**src/rtl/cft_pkg.sv**
```systemverilog
package cft_pkg;

  localparam int unsigned UNIT_MAX = 24;
  localparam int unsigned MULT_MAX = 64;
  localparam int unsigned CNT_W    = $clog2(UNIT_MAX * MULT_MAX + 1);
  localparam int unsigned BASE_W   = $clog2(UNIT_MAX + 1);

  typedef logic [CNT_W-1:0]  cnt_t;
  typedef logic [BASE_W-1:0] base_t;

  typedef enum logic [1:0] {
    STOP_SYNC     = 2'b00,
    STOP_ONE      = 2'b01,
    STOP_ONE_HALF = 2'b10,
    STOP_TWO      = 2'b11
  } stop_e;

  typedef enum logic [1:0] {
    MULT_X1  = 2'b00,
    MULT_X16 = 2'b01,
    MULT_X32 = 2'b10,
    MULT_X64 = 2'b11
  } mult_e;

  typedef struct packed {
    logic       parity;
    stop_e      stop;
    mult_e      mult;
    logic [1:0] char_code;
    logic [1:0] auto_len;
  } frame_cfg_t;

  // width code to data bits, shared by both directions
  function automatic logic [3:0] fixed_char_bits(input logic [1:0] code);
    logic [3:0] bits;
    case (code)
      2'b00:   bits = 4'd5;
      2'b01:   bits = 4'd7;
      2'b10:   bits = 4'd6;
      default: bits = 4'd8;
    endcase
    return bits;
  endfunction

  function automatic logic [3:0] tx_char_bits(input logic [1:0] code,
                                              input logic [1:0] auto_len);
    logic [3:0] bits;
    if (code == 2'b00) bits = 4'd5 + {2'b00, auto_len};
    else               bits = fixed_char_bits(code);
    return bits;
  endfunction

endpackage

```
**src/rtl/cft_rst_sync.sv**
```systemverilog
module cft_rst_sync #(
  parameter int unsigned STAGES = 2
) (
  input  logic clk,
  input  logic rst_n,
  output logic rst_n_sync
);

  logic [STAGES-1:0] chain_q;

  always_ff @(posedge clk or negedge rst_n) begin
    if (!rst_n) chain_q <= '0;
    else        chain_q <= {chain_q[STAGES-2:0], 1'b1};
  end

  assign rst_n_sync = chain_q[STAGES-1];

endmodule

```
**src/rtl/cft_len_calc.sv**
```systemverilog
module cft_len_calc
  import cft_pkg::*;
#(
  parameter bit IS_TX = 1'b0
) (
  input  frame_cfg_t cfg,
  output cnt_t       frame_len
);

  logic [3:0] data_bits;
  base_t      stop_units;
  base_t      base_units;

  generate
    if (IS_TX) begin : g_tx_width
      always_comb data_bits = tx_char_bits(cfg.char_code, cfg.auto_len);
    end else begin : g_rx_width
      logic unused_auto;
      assign unused_auto = ^cfg.auto_len;
      always_comb data_bits = fixed_char_bits(cfg.char_code);
    end
  endgenerate

  always_comb begin
    case (cfg.stop)
      STOP_SYNC:     stop_units = base_t'(0);
      STOP_ONE:      stop_units = base_t'(4);
      STOP_ONE_HALF: stop_units = base_t'(5);
      default:       stop_units = base_t'(6);
    endcase
    base_units = base_t'({cfg.parity, 1'b0}) + base_t'({data_bits, 1'b0}) + stop_units;
  end

  always_comb begin
    case (cfg.mult)
      MULT_X1:  frame_len = cnt_t'(base_units);
      MULT_X16: frame_len = cnt_t'(base_units) << 4;
      MULT_X32: frame_len = cnt_t'(base_units) << 5;
      default:  frame_len = cnt_t'(base_units) << 6;
    endcase
  end

endmodule

```
**src/rtl/cft_down_counter.sv**
```systemverilog
module cft_down_counter
  import cft_pkg::*;
(
  input  logic clk,
  input  logic rst_n,
  input  logic start,
  input  logic cancel,
  input  logic step,
  input  cnt_t load_val,
  output logic done,
  output logic idle
);

  cnt_t remain_q, remain_d;
  logic done_q, done_d;
  logic remain_en;

  assign idle = (remain_q == '0);

  always_comb begin
    remain_d  = remain_q;
    done_d    = 1'b0;
    remain_en = 1'b0;
    if (cancel) begin
      remain_d  = '0;
      remain_en = 1'b1;
    end else if (idle) begin
      if (start) begin
        remain_d  = load_val;
        remain_en = 1'b1;
      end
    end else if (step) begin
      remain_d  = remain_q - cnt_t'(1);
      remain_en = 1'b1;
      done_d    = (remain_q == cnt_t'(1));
    end
  end

  always_ff @(posedge clk or negedge rst_n) begin
    if (!rst_n) begin
      remain_q <= '0;
    end else if (remain_en) begin
      remain_q <= remain_d;
    end
  end

  always_ff @(posedge clk or negedge rst_n) begin
    if (!rst_n) done_q <= 1'b0;
    else        done_q <= done_d;
  end

  assign done = done_q;

endmodule

```
**src/rtl/cft_dir_timer.sv**
```systemverilog
module cft_dir_timer
  import cft_pkg::*;
#(
  parameter bit IS_TX = 1'b0
) (
  input  logic       clk,
  input  logic       rst_n,
  input  frame_cfg_t cfg,
  input  logic       bitclk,
  input  logic       start,
  input  logic       cancel,
  output logic       done,
  output logic       idle
);

  cnt_t frame_len;
  logic bitclk_q;
  logic toggle;

  cft_len_calc #(.IS_TX(IS_TX)) u_len (
    .cfg       (cfg),
    .frame_len (frame_len)
  );

  always_ff @(posedge clk or negedge rst_n) begin
    if (!rst_n) bitclk_q <= 1'b0;
    else        bitclk_q <= bitclk;
  end

  assign toggle = bitclk ^ bitclk_q;

  cft_down_counter u_cnt (
    .clk      (clk),
    .rst_n    (rst_n),
    .start    (start),
    .cancel   (cancel),
    .step     (toggle),
    .load_val (frame_len),
    .done     (done),
    .idle     (idle)
  );

endmodule

```
**src/rtl/char_frame_timer.sv**
```systemverilog
module char_frame_timer
  import cft_pkg::*;
#(
  parameter int unsigned NUM_CH = 2
) (
  input  logic                  clk,
  input  logic                  rst_n,
  input  logic [NUM_CH-1:0]     cfg_parity,
  input  logic [2*NUM_CH-1:0]   cfg_stop,
  input  logic [2*NUM_CH-1:0]   cfg_mult,
  input  logic [2*NUM_CH-1:0]   rx_char,
  input  logic [2*NUM_CH-1:0]   tx_char,
  input  logic [2*NUM_CH-1:0]   tx_auto_len,
  input  logic [NUM_CH-1:0]     tx_bitclk,
  input  logic [NUM_CH-1:0]     rx_bitclk,
  input  logic [NUM_CH-1:0]     tx_start,
  input  logic [NUM_CH-1:0]     rx_start,
  input  logic [NUM_CH-1:0]     tx_cancel,
  input  logic [NUM_CH-1:0]     rx_cancel,
  output logic [NUM_CH-1:0]     tx_done,
  output logic [NUM_CH-1:0]     rx_done
);

  logic              rst_n_int;
  logic [NUM_CH-1:0] tx_idle;
  logic [NUM_CH-1:0] rx_idle;

  cft_rst_sync #(.STAGES(2)) u_rst (
    .clk        (clk),
    .rst_n      (rst_n),
    .rst_n_sync (rst_n_int)
  );

  for (genvar c = 0; c < NUM_CH; c++) begin : g_ch
    frame_cfg_t tx_cfg, rx_cfg;

    always_comb begin
      tx_cfg.parity    = cfg_parity[c];
      tx_cfg.stop      = stop_e'(cfg_stop[2*c +: 2]);
      tx_cfg.mult      = mult_e'(cfg_mult[2*c +: 2]);
      tx_cfg.char_code = tx_char[2*c +: 2];
      tx_cfg.auto_len  = tx_auto_len[2*c +: 2];
      rx_cfg           = tx_cfg;
      rx_cfg.char_code = rx_char[2*c +: 2];
      rx_cfg.auto_len  = 2'b00;
    end

    cft_dir_timer #(.IS_TX(1'b1)) u_tx (
      .clk    (clk),
      .rst_n  (rst_n_int),
      .cfg    (tx_cfg),
      .bitclk (tx_bitclk[c]),
      .start  (tx_start[c]),
      .cancel (tx_cancel[c]),
      .done   (tx_done[c]),
      .idle   (tx_idle[c])
    );

    cft_dir_timer #(.IS_TX(1'b0)) u_rx (
      .clk    (clk),
      .rst_n  (rst_n_int),
      .cfg    (rx_cfg),
      .bitclk (rx_bitclk[c]),
      .start  (rx_start[c]),
      .cancel (rx_cancel[c]),
      .done   (rx_done[c]),
      .idle   (rx_idle[c])
    );
  end

endmodule

```
**config.mk**
```make
export PLATFORM = sky130hd
export DESIGN_NAME = char_frame_timer
export DESIGN_NICKNAME = d
export VERILOG_FILES = /design/src/rtl/cft_pkg.sv /design/src/rtl/cft_rst_sync.sv /design/src/rtl/cft_len_calc.sv /design/src/rtl/cft_down_counter.sv /design/src/rtl/cft_dir_timer.sv /design/src/rtl/char_frame_timer.sv
export SDC_FILE = /design/constraint.sdc
export NUM_CORES = 1
export LEC_CHECK = 0
export ABC_AREA = 1
export CORE_ASPECT_RATIO = 0.5
export CORE_MARGIN = 5
export CORE_UTILIZATION = 65
export DETAILED_ROUTE_END_ITERATION = 6
export PLACE_DENSITY = 0.9
export SYNTH_ARGS = -nofsm -noshare
export SYNTH_HDL_FRONTEND = slang
export SYNTH_HIERARCHICAL = 1
export SYNTH_SLANG_ARGS = --single-unit
```
**constraint.sdc**
```tcl
create_clock -name clk -period 4.9 [get_ports clk]
set_input_delay 0.98 -clock clk [delete_from_list [all_inputs] [get_ports clk]]
set_output_delay 0.98 -clock clk [all_outputs]
set_load 0.03 [all_outputs]
```
==> results.py <==
metrics = {
    "status": {
        "status": "finished clean",
    },
    "setup_path": {
        "crit_arrival_ps": 3610,
        "cp-start-kind": "input port",
        "r2r-start": "g_ch[0].u_tx/u_cnt/remain_q[0]",
        "worst_setup_path_end_kind": "flip-flop",
        "crit_path_start": "tx_char[2]",
        "crit_type": "input port to flip-flop",
        "cp_max_fo": 4,
        "worstPathRequired_ps": 5140,
    },
    "layout": {
        "antenna_cells": 0,
        "stdcell_count": 1005,
        "drive_above_1_share_pct": 10.1,
        "nFillCells": 669,
        "multi_input_area_sq_um": 3360,
        "finalInstanceArea_sq_um": 6000,
        "fin_nets": 966,
        "finish.utilization_pct": 74.1,
        "regArea_sq_um": 1350,
        "area_delta_synth_final_pct": 10.2,
    },
    "cts": {
        "htree_levels": 2,
        "postCtsResizedCells": 0,
        "cts_tree": "built",
        "postCtsSetupBuffers": 0,
        "root_buffer": "clkbuf_16",
        "cts_buffer_depth": 2,
        "path_clk_slew_ps": 80,
        "clk_latency_ps": 300,
        "hold_buffers": 0,
        "numCtsBuffers": 5,
        "clock-sinks": 54,
    },
    "synthesis": {
        "yosysWarnings": 6,
        "synthCells": 865,
        "avgSynthCellArea_sq_um": 6.29,
        "syn_nets": 939,
        "netlist_area_sq_um": 5440,
    },
    "detailed_routing": {
        "drt_pass1_iterations": 6,
        "post_drt_wl_per_cell_um": 12.5,
        "antenna_left": 0,
        "wl_um": 12500,
        "drc": 0,
        "vias_per_cell": 5.37,
        "vias": 5394,
        "drtIter0Drc": 593,
    },
    "floorplanning": {
        "die_w_um": 139,
        "initial_core_util_pct": 67.3,
        "io_pins": 40,
        "std_cell_rows": 23,
        "core_sq_um": 8090,
        "dieArea_sq_um": 10400,
        "fp.dieH_um": 74.7,
    },
    "pwr": {
        "power.leakage_nw": 3.41,
        "p_per_area_nw_per_um2": 557,
        "ir_drop_v": 0.000232,
    },
    "sta": {
        "fmax_mhz": 297,
        "final.setup.tns_ps": 0,
        "slew_violations": 0,
        "worst-slew-pin-transition_ps": 598,
        "rsz0062_at_grt": "false",
        "setup_viol": 0,
        "relSlewSlack_pct": 60.1,
        "fin_crit_sh_pct": 68.8,
        "hold_viol": 0,
        "fin_crit_ps": 3370,
        "finalClockSkew_ps": 8.54,
        "setup_slack_ps": 1530,
    },
    "run": {
        "drv_cap": 0,
    },
    "global_routing": {
        "grt_max_degree": 48,
        "grt_antenna_before_repair": 0,
        "grt_pass1_vias": 5016,
        "gr-total-overflow": 0,
        "grt_pass1_wl_um": 21600,
        "grt_usage_pct": 24.6,
    },
    "place": {
        "placed_area_sq_um": 5840,
        "finalWeightedCongestion": 0.918,
        "portBuffers": 39,
        "place_hpwl_um": 9310,
        "dp.cells": 997,
        "dp_slack_ps": 1220,
    },
    "hold_path": {
        "hold_class": "flip-flop to asynchronous set/reset pin",
    },
}
-- report_power, final --
group          internal (mW)  switching [mW]
combinational          0.731            1.51
sequential             0.569           0.150
clock                  0.206           0.174
-- routing by layer --
layer | vias up | share of wire, % | GRT usage, %
met3 | 20 | 5.9 | 4.31
met2 | 184 | 48 | 44.8
met1 | 2457 | 45 | 30.9
met5 | - | 0 | 0
met4 | 0 | 1.2 | 7.05
li1 | 2733 | - | -
-- stage by stage --
step | hold slack [ps] | total power, mW
after detailed placement | 87.8 | 2.90
after CTS | 96.2 | 3.31
after global routing | 106 | 3.67
after floorplan | 331 | 2.56
final | 94.0 | 3.34
after global placement | 78.8 | 2.81
-- final timing paths --
kind                            depth (start not counted)  slack [ps]                             end
worst max-delay path                                   16        1530  g_ch[1].u_tx/u_cnt/remain_q[8]
min in group clk                                        0         390                u_rst/chain_q[1]
worst min-delay path                                    0          90  g_ch[1].u_tx/u_cnt/remain_q[6]
max in group asynchronous                               1        3910                u_rst/chain_q[1]
worst max register to register                          8        2790  g_ch[0].u_tx/u_cnt/remain_q[6]
worst min register to register                          0          90  g_ch[1].u_tx/u_cnt/remain_q[6]
-- layout by cell type (no fill, tap or decap), types with 6 or more instances in the layout --
master,instances
inv_1,137
inv_2,13
nand3_1,63
nand3_2,6
nand2_4,6
fa_1,10
dfrtp_1,53
o21ai_0,30
nor2_1,67
nor2_2,21
clkdlybuf4s50_1,39
nand2_2,18
ha_1,28
nand2_1,306
nand4_1,48
-- area by class of cell --
cell class                      count  share of cell area, %
Clock inverter                      2                  0.292
Inverter                          154                   9.81
Sequential cell                    54                   22.6
Tap cell                          112                   2.34
Timing Repair Buffer               40                   6.64
Clock buffer                        6                   2.32
Multi-Input combinational cell    637                   56.1
-- worst max-delay path, stage by stage --
cell,delay (ps)
clkdlybuf4s50_1,480
inv_1,50
ha_1,240
inv_2,100
o21ai_0,110
fa_1,400
ha_1,180
inv_1,70
fa_1,470
o21ai_2,180
inv_2,40
nand2_1,60
nand2_1,60
nand2_1,70
nand2_1,50
nand2_1,80
-- flip-flops by register name (all words and copies together), names as in the netlist --
name                      cells
g_ch.u_rx/u_cnt/remain_q     22
g_ch.u_tx/u_cnt/remain_q     22
g_ch.u_rx/bitclk_q            2
g_ch.u_rx/u_cnt/done          2
g_ch.u_tx/bitclk_q            2
g_ch.u_tx/u_cnt/done          2
u_rst/chain_q                 2
(Power assumes the default switching activity.)
